$ cat src/rtl/swire_rom_pkg.sv
package swire_rom_pkg;

  localparam logic [7:0] OP_SEND_ID  = 8'h33;
  localparam logic [7:0] OP_MATCH_ID = 8'h55;
  localparam logic [7:0] OP_BYPASS   = 8'hCC;

  typedef enum logic [2:0] {
    ST_OPCODE,
    ST_SEND,
    ST_COMPARE,
    ST_GRANTED,
    ST_MUTE
  } romState_t;

  typedef struct packed {
    logic shiftOp;
    logic advCnt;
    logic clrCnt;
  } romStb_t;

  // Reflected CRC-8 (mask 8Ch), initial value 0, bit 0 first.
  function automatic logic [7:0] idCrc(input logic [55:0] data);
    logic [7:0] acc;
    logic fb;
    acc = 8'h00;
    for (int i = 0; i < 56; i++) begin
      fb  = acc[0] ^ data[i];
      acc = acc >> 1;
      if (fb) acc = acc ^ 8'h8C;
    end
    return acc;
  endfunction

endpackage

$ cat src/rtl/swire_rom_dp.sv
module swire_rom_dp
  import swire_rom_pkg::*;
#(
  parameter logic [7:0]  FAMILY_CODE = 8'h09,
  parameter logic [47:0] SERIAL_NUM  = 48'h0000_0000_0001,
  parameter int          ID_BITS     = 64,
  parameter int          OP_BITS     = 8
) (
  input  logic                 clk,
  input  logic                 rstN,
  input  romStb_t              stb,
  input  logic                 wrBit,
  output logic [OP_BITS-1:0]   nextOp,
  output logic                 idBit,
  output logic                 opLast,
  output logic                 idLast
);
  localparam int CNT_W = $clog2(ID_BITS);
  localparam logic [55:0] ID_BODY = {SERIAL_NUM, FAMILY_CODE};
  localparam logic [ID_BITS-1:0] ID_WORD = {idCrc(ID_BODY), ID_BODY};

  logic [OP_BITS-1:0] opReg;
  logic [CNT_W-1:0]   bitCnt;

  // The incoming bit enters at the top; after eight shifts the first bit is bit 0.
  assign nextOp = {wrBit, opReg[OP_BITS-1:1]};

  always_ff @(posedge clk or negedge rstN) begin
    if (!rstN) begin
      opReg <= '0;
    end else if (stb.shiftOp) begin
      opReg <= nextOp;
    end
  end

  always_ff @(posedge clk or negedge rstN) begin
    if (!rstN) begin
      bitCnt <= '0;
    end else if (stb.clrCnt) begin
      bitCnt <= '0;
    end else if (stb.advCnt) begin
      bitCnt <= bitCnt + 1'b1;
    end
  end

  assign idBit  = ID_WORD[bitCnt];
  assign opLast = (bitCnt == CNT_W'(OP_BITS - 1));
  assign idLast = (bitCnt == CNT_W'(ID_BITS - 1));

  AST_CNT_CLEARED: assert property (@(posedge clk) disable iff (!rstN)
    stb.clrCnt |=> !opLast && !idLast) else $error("count not cleared");

endmodule

$ cat src/rtl/swire_rom_ctrl.sv
module swire_rom_ctrl
  import swire_rom_pkg::*;
#(
  parameter int OP_BITS = 8
) (
  input  logic               clk,
  input  logic               rstN,
  input  logic               busReset,
  input  logic               wrSlot,
  input  logic               wrBit,
  input  logic               rdSlot,
  input  logic [OP_BITS-1:0] nextOp,
  input  logic               idBit,
  input  logic               opLast,
  input  logic               idLast,
  output romStb_t            stb,
  output logic               txBit,
  output logic               selected
);
  romState_t st, stNext;

  always_ff @(posedge clk or negedge rstN) begin
    if (!rstN) st <= ST_OPCODE;
    else       st <= stNext;
  end

  always_comb begin
    stNext = st;
    stb    = '0;
    if (busReset) begin
      stNext     = ST_OPCODE;
      stb.clrCnt = 1'b1;
    end else begin
      unique case (st)
        ST_OPCODE: if (wrSlot) begin
          stb.shiftOp = 1'b1;
          if (opLast) begin
            stb.clrCnt = 1'b1;
            unique case (nextOp)
              OP_BYPASS:   stNext = ST_GRANTED;
              OP_SEND_ID:  stNext = ST_SEND;
              OP_MATCH_ID: stNext = ST_COMPARE;
              default:     stNext = ST_MUTE;
            endcase
          end else begin
            stb.advCnt = 1'b1;
          end
        end
        ST_SEND: if (rdSlot) begin
          if (idLast) begin
            stNext     = ST_GRANTED;
            stb.clrCnt = 1'b1;
          end else begin
            stb.advCnt = 1'b1;
          end
        end
        ST_COMPARE: if (wrSlot) begin
          if (wrBit != idBit) begin
            stNext     = ST_MUTE;
            stb.clrCnt = 1'b1;
          end else if (idLast) begin
            stNext     = ST_GRANTED;
            stb.clrCnt = 1'b1;
          end else begin
            stb.advCnt = 1'b1;
          end
        end
        default: stNext = st;
      endcase
    end
  end

  assign txBit    = (st == ST_SEND) ? idBit : 1'b1;
  assign selected = (st == ST_GRANTED);

  AST_RESET_CLEARS: assert property (@(posedge clk) disable iff (!rstN)
    busReset |=> (!selected && st == ST_OPCODE)) else $error("reset ignored");
  AST_SEL_SOURCE: assert property (@(posedge clk) disable iff (!rstN)
    $rose(selected) |-> ($past(st) == ST_OPCODE || $past(st) == ST_SEND
                         || $past(st) == ST_COMPARE)) else $error("bad grant");
  AST_MUTE_STICKY: assert property (@(posedge clk) disable iff (!rstN)
    (st == ST_MUTE && !busReset) |=> (st == ST_MUTE)) else $error("mute left");
  AST_SEL_STICKY: assert property (@(posedge clk) disable iff (!rstN)
    (selected && !busReset) |=> selected) else $error("grant lost");

endmodule

$ cat src/rtl/swire_rom_select.sv
module swire_rom_select
  import swire_rom_pkg::*;
#(
  parameter logic [7:0]  FAMILY_CODE = 8'h09,
  parameter logic [47:0] SERIAL_NUM  = 48'h0000_0000_0001
) (
  input  logic clk,
  input  logic rstN,
  input  logic busReset,
  input  logic wrSlot,
  input  logic wrBit,
  input  logic rdSlot,
  output logic txBit,
  output logic selected
);
  localparam int ID_BITS = 64;
  localparam int OP_BITS = 8;

  romStb_t            stb;
  logic [OP_BITS-1:0] nextOp;
  logic               idBit, opLast, idLast;

  swire_rom_ctrl #(.OP_BITS(OP_BITS)) u_ctrl (
    .clk(clk), .rstN(rstN), .busReset(busReset), .wrSlot(wrSlot),
    .wrBit(wrBit), .rdSlot(rdSlot), .nextOp(nextOp), .idBit(idBit),
    .opLast(opLast), .idLast(idLast), .stb(stb), .txBit(txBit),
    .selected(selected)
  );

  swire_rom_dp #(
    .FAMILY_CODE(FAMILY_CODE), .SERIAL_NUM(SERIAL_NUM),
    .ID_BITS(ID_BITS), .OP_BITS(OP_BITS)
  ) u_dp (
    .clk(clk), .rstN(rstN), .stb(stb), .wrBit(wrBit), .nextOp(nextOp),
    .idBit(idBit), .opLast(opLast), .idLast(idLast)
  );

  AST_GRANT_RELEASES: assert property (@(posedge clk) disable iff (!rstN)
    selected |-> txBit) else $error("line driven while granted");

endmodule

$ cat config.mk
export PLATFORM = sky130hd
export DESIGN_NAME = swire_rom_select
export DESIGN_NICKNAME = d
export VERILOG_FILES = /design/src/rtl/swire_rom_pkg.sv /design/src/rtl/swire_rom_dp.sv /design/src/rtl/swire_rom_ctrl.sv /design/src/rtl/swire_rom_select.sv
export SDC_FILE = /design/constraint.sdc
export NUM_CORES = 1
export LEC_CHECK = 0
export BUFFER_PORTS_ARGS = -buffer_cell sky130_fd_sc_hd__buf_2
export CELL_PAD_IN_SITES_DETAIL_PLACEMENT = 1
export CELL_PAD_IN_SITES_GLOBAL_PLACEMENT = 1
export CORE_MARGIN = 2
export CORE_UTILIZATION = 40
export DETAILED_ROUTE_END_ITERATION = 10
export GPL_TIMING_DRIVEN = 0
export PLACE_DENSITY = 0.77
export SLEW_MARGIN = 25
export SYNTH_ARGS = -nofsm -noshare
export SYNTH_HDL_FRONTEND = slang
export SYNTH_SLANG_ARGS = --single-unit
$ cat constraint.sdc
create_clock -name clk -period 2.3 [get_ports clk]
set_input_delay 0.575 -clock clk [delete_from_list [all_inputs] [get_ports clk]]
set_output_delay 0.575 -clock clk [all_outputs]
set_load 0.02 [all_outputs]
==> results by group <==
STA
  • Final setup fails: 1
  • WHS: 0.170 ns
  • Count of final hold-check violations: 0
  • RSZ-0062 raised after global routing: yes
  • Final setup skew: 0.00463 ns
  • Setup WS post-layout: -0.0385 ns
  • Post-layout minimum cycle time: 2.34 ns
  • Post-route clock period utilization: 102%
  • Slew Limit Fails: 0
  • Worst-margin pin slew: 0.456 ns
  • Max Fclk: roughly 0.43 GHz
  • Max_slew headroom: 69.2%

Detailed routing
  • Routed via count: 946
  • Routed length per instance: roughly 17 µm
  • Final WL: 2.81 mm
  • Vias per std cell: 5.84
  • Post-route ant nets: 0
  • Initial DRC Count: 17
  • Detailed-route DRC error count: 0
  • DRT Pass-1 Iters: 4

Synthesis
  • Most numerous cell in the Yosys netlist: dfrtp_1
  • Post-synth EDFFs: 0
  • Synth warn: 0
  • Ys flop type: dfrtp_1
  • Ys async rst share: 100%
  • Commonest cells post-synth: dfrtp_1 (16), a21oi_1 (8), nand2_1 (8), o21ai_0 (7)
  • Leading area contributor after synthesis: dfrtp_1
  • Yosys reg bits: 16
  • Cell Area, Synth: 0.00104 mm²
  • Post-synth net total: 121
  • Synth top area cells: dfrtp_1 (38%), mux2_2 (6.5%), a21oi_1 (3.8%)
  • Unique masters post-synth: 38
  • Post-Syn Instances: 112
  • Top cell type's share of synthesized area: around two fifths
  • Register area share after synthesis: 38.3%
  • Synthesized area per cell: 9.33 µm²

Critical path
  • Reg-to-reg startpoint: u_dp.bitCnt[4]$_DFFE_PN0P_
  • CP peak stage delay: 0.47 ns
  • R2R Path End: u_dp.bitCnt[3]$_DFFE_PN0P_
  • Crit path kind: flip-flop to output port
  • Delay-heaviest family, CP: flip-flops
  • CP required: approximately 1.7 ns
  • Critical Path End Type: output port
  • CP max-delay cell: dfrtp_2
  • CP cell instances: or3_1 > o32a_1 > nand2_1 > buf_6
  • R2R cell count: 7
  • Worst reg2reg setup slack: 0 ns
  • Largest fanout on the critical path: 8
  • Startpoint types: flip-flop
  • WP data arrival: 1.76 ns
  • Worst path bufs/invs: 1

Clock tree
  • CTS clk-pin slew, worst paths: 0.11 ns
  • H-tree depth: 1
  • Clk_lat worst skew: approximately 0.30 ns
  • TritonCTS clock tree: built
  • Clock sinks: 16
  • Hold-fix buffers, CTS: 0
  • Root buf cell: clkbuf_4
  • Total CTS buffers: 3
  • CTS max path bufs: 2

Die
  • Core ar.: around 0.0025 mm²
  • DIE HEIGHT: 55.1 µm
  • Floorplan row count: 18
  • Die area: 0.00304 mm²
  • I/O Pins: 8
  • Die X: around 55 µm
  • Starting Density: between 40% and 50%

Pwr
  • P_leak: 0.560 nW
  • Power density over cell area: 571 mW/mm²
  • Peak VDD IR: about 350 µV

Global route
  • Initial antenna violation count: 0
  • Grt total ovfl: 0
  • First-pass GRT wire length: roughly 4.5 mm
  • GRT Total Usage: 21.9%
  • Pin count of the biggest net entering global routing: 17
  • Vias in the first global route: 967

Place
  • DP HPWL: 1.92 mm
  • Setup WS pre-CTS: -0.189 ns
  • Gpl congestion: 0.761
  • # port buffers: 7

Finish
  • # nets final: 142
  • Antenna Cells: 0
  • Fill cells: 297
  • Layout cell share with drive strength beyond 1: between 30% and 40%
  • Layout area overhead: 24.0%

Status
  • Failing checks: negative setup slack
  • Status: finished, violations left

Hold path
  • Hold Path Class: input port to asynchronous set/reset pin

Job
  • MaxCap Viol Count: 0
## cells by family after synthesis
| group | share of synthesized area [%] |
|---|---|
| simple gates | 23.0 |
| mux | 8.38 |
| xor+xnor | 2.52 |
| compound gates | 18.8 |
| flops | 38.3 |
| buf+inv | 5.39 |
| fa+ha+maj | 3.59 |
## how the worst max path moves through the flow
stage                                      end                  startpoint  slack, ns  cells past startpoint
floorplan           u_dp.bitCnt[5]$_DFFE_PN0P_  u_dp.bitCnt[0]$_DFFE_PN0P_      0.005                      8
global placement    u_dp.bitCnt[5]$_DFFE_PN0P_  u_dp.bitCnt[1]$_DFFE_PN0P_      -0.10                      8
detailed placement  u_dp.bitCnt[5]$_DFFE_PN0P_  u_dp.bitCnt[0]$_DFFE_PN0P_      -0.19                      8
CTS                                      txBit  u_dp.bitCnt[5]$_DFFE_PN0P_      -0.01                      4
global route                             txBit  u_dp.bitCnt[4]$_DFFE_PN0P_      -0.08                      4
finish                                   txBit  u_dp.bitCnt[4]$_DFFE_PN0P_      -0.04                      4
## power by group
| group | internal [mW] | total (mW) | leakage [nW] | switching, mW |
|---|---|---|---|---|
| clock network | 0.0967 | 0.205 | 0.0210 | 0.108 |
| logic | 0.0963 | 0.165 | 0.331 | 0.0684 |
| registers | 0.327 | 0.371 | 0.208 | 0.0434 |
## routing by layer
layer  GRT usage [%]  vias up  part of all wire [%]
met1            28.1      462                    45
met2            36.1       19                    50
met3            2.42        7                   2.5
met5               0        -                     0
li1                -      458                     -
met4            11.0        0                   2.5
## flip-flops by register name (all words and copies together), names as in the netlist
register,flops
u_dp.opReg,7
u_ctrl.st,3
u_dp.bitCnt,6
## timing repair
action	4_1_cts	5_1_grt
pin swaps	5	5
setup endpoints to repair	5	7
setup buffers	5	4
endpoints found under the hold margin	0	0
gates resized for setup	10	6
## layout by cell type, fill, tap and decap left out, drive strengths merged, types with 2 or more instances in the layout
master,Yosys,layout
inv,6,6
nor4bb,3,3
clkbuf,3,7
or3,5,5
mux2,6,6
mux2i,2,2
nand3,5,5
buf,3,19
xnor2,3,3
nor3b,3,3
o21ai,8,8
a21oi,8,8
o211ai,4,4
dfrtp,16,16
nand2,8,8
nor2,5,5
or4,2,2
ha,3,3
a22o,2,2
nor2b,3,3
## metrics by stage
step	cell area [µm²]	std cells	TNS [ns]	utilization (%)	total power [mW]
floorplan	1050	112	0	-	0.465
global placement	1120	149	-0.115	45.4	0.500
detailed placement	1120	149	-0.489	45.4	0.514
CTS	1230	158	-0.0141	49.6	0.733
global route	1290	162	-0.143	52.3	0.777
finish	1290	162	-0.0385	52.3	0.740
## cell type report
type	instances	area, µm²	share of cell area (%)
inverter	6	22.5	1.74
buffer	6	33.8	2.61
clock buffer	4	36.3	2.80
timing repair buffer	16	109	8.41
tap	30	37.5	2.90
multi-input combinational	84	653	50.4
sequential	16	403	31.1
Note: power is estimated with default switching activity, not from simulation.
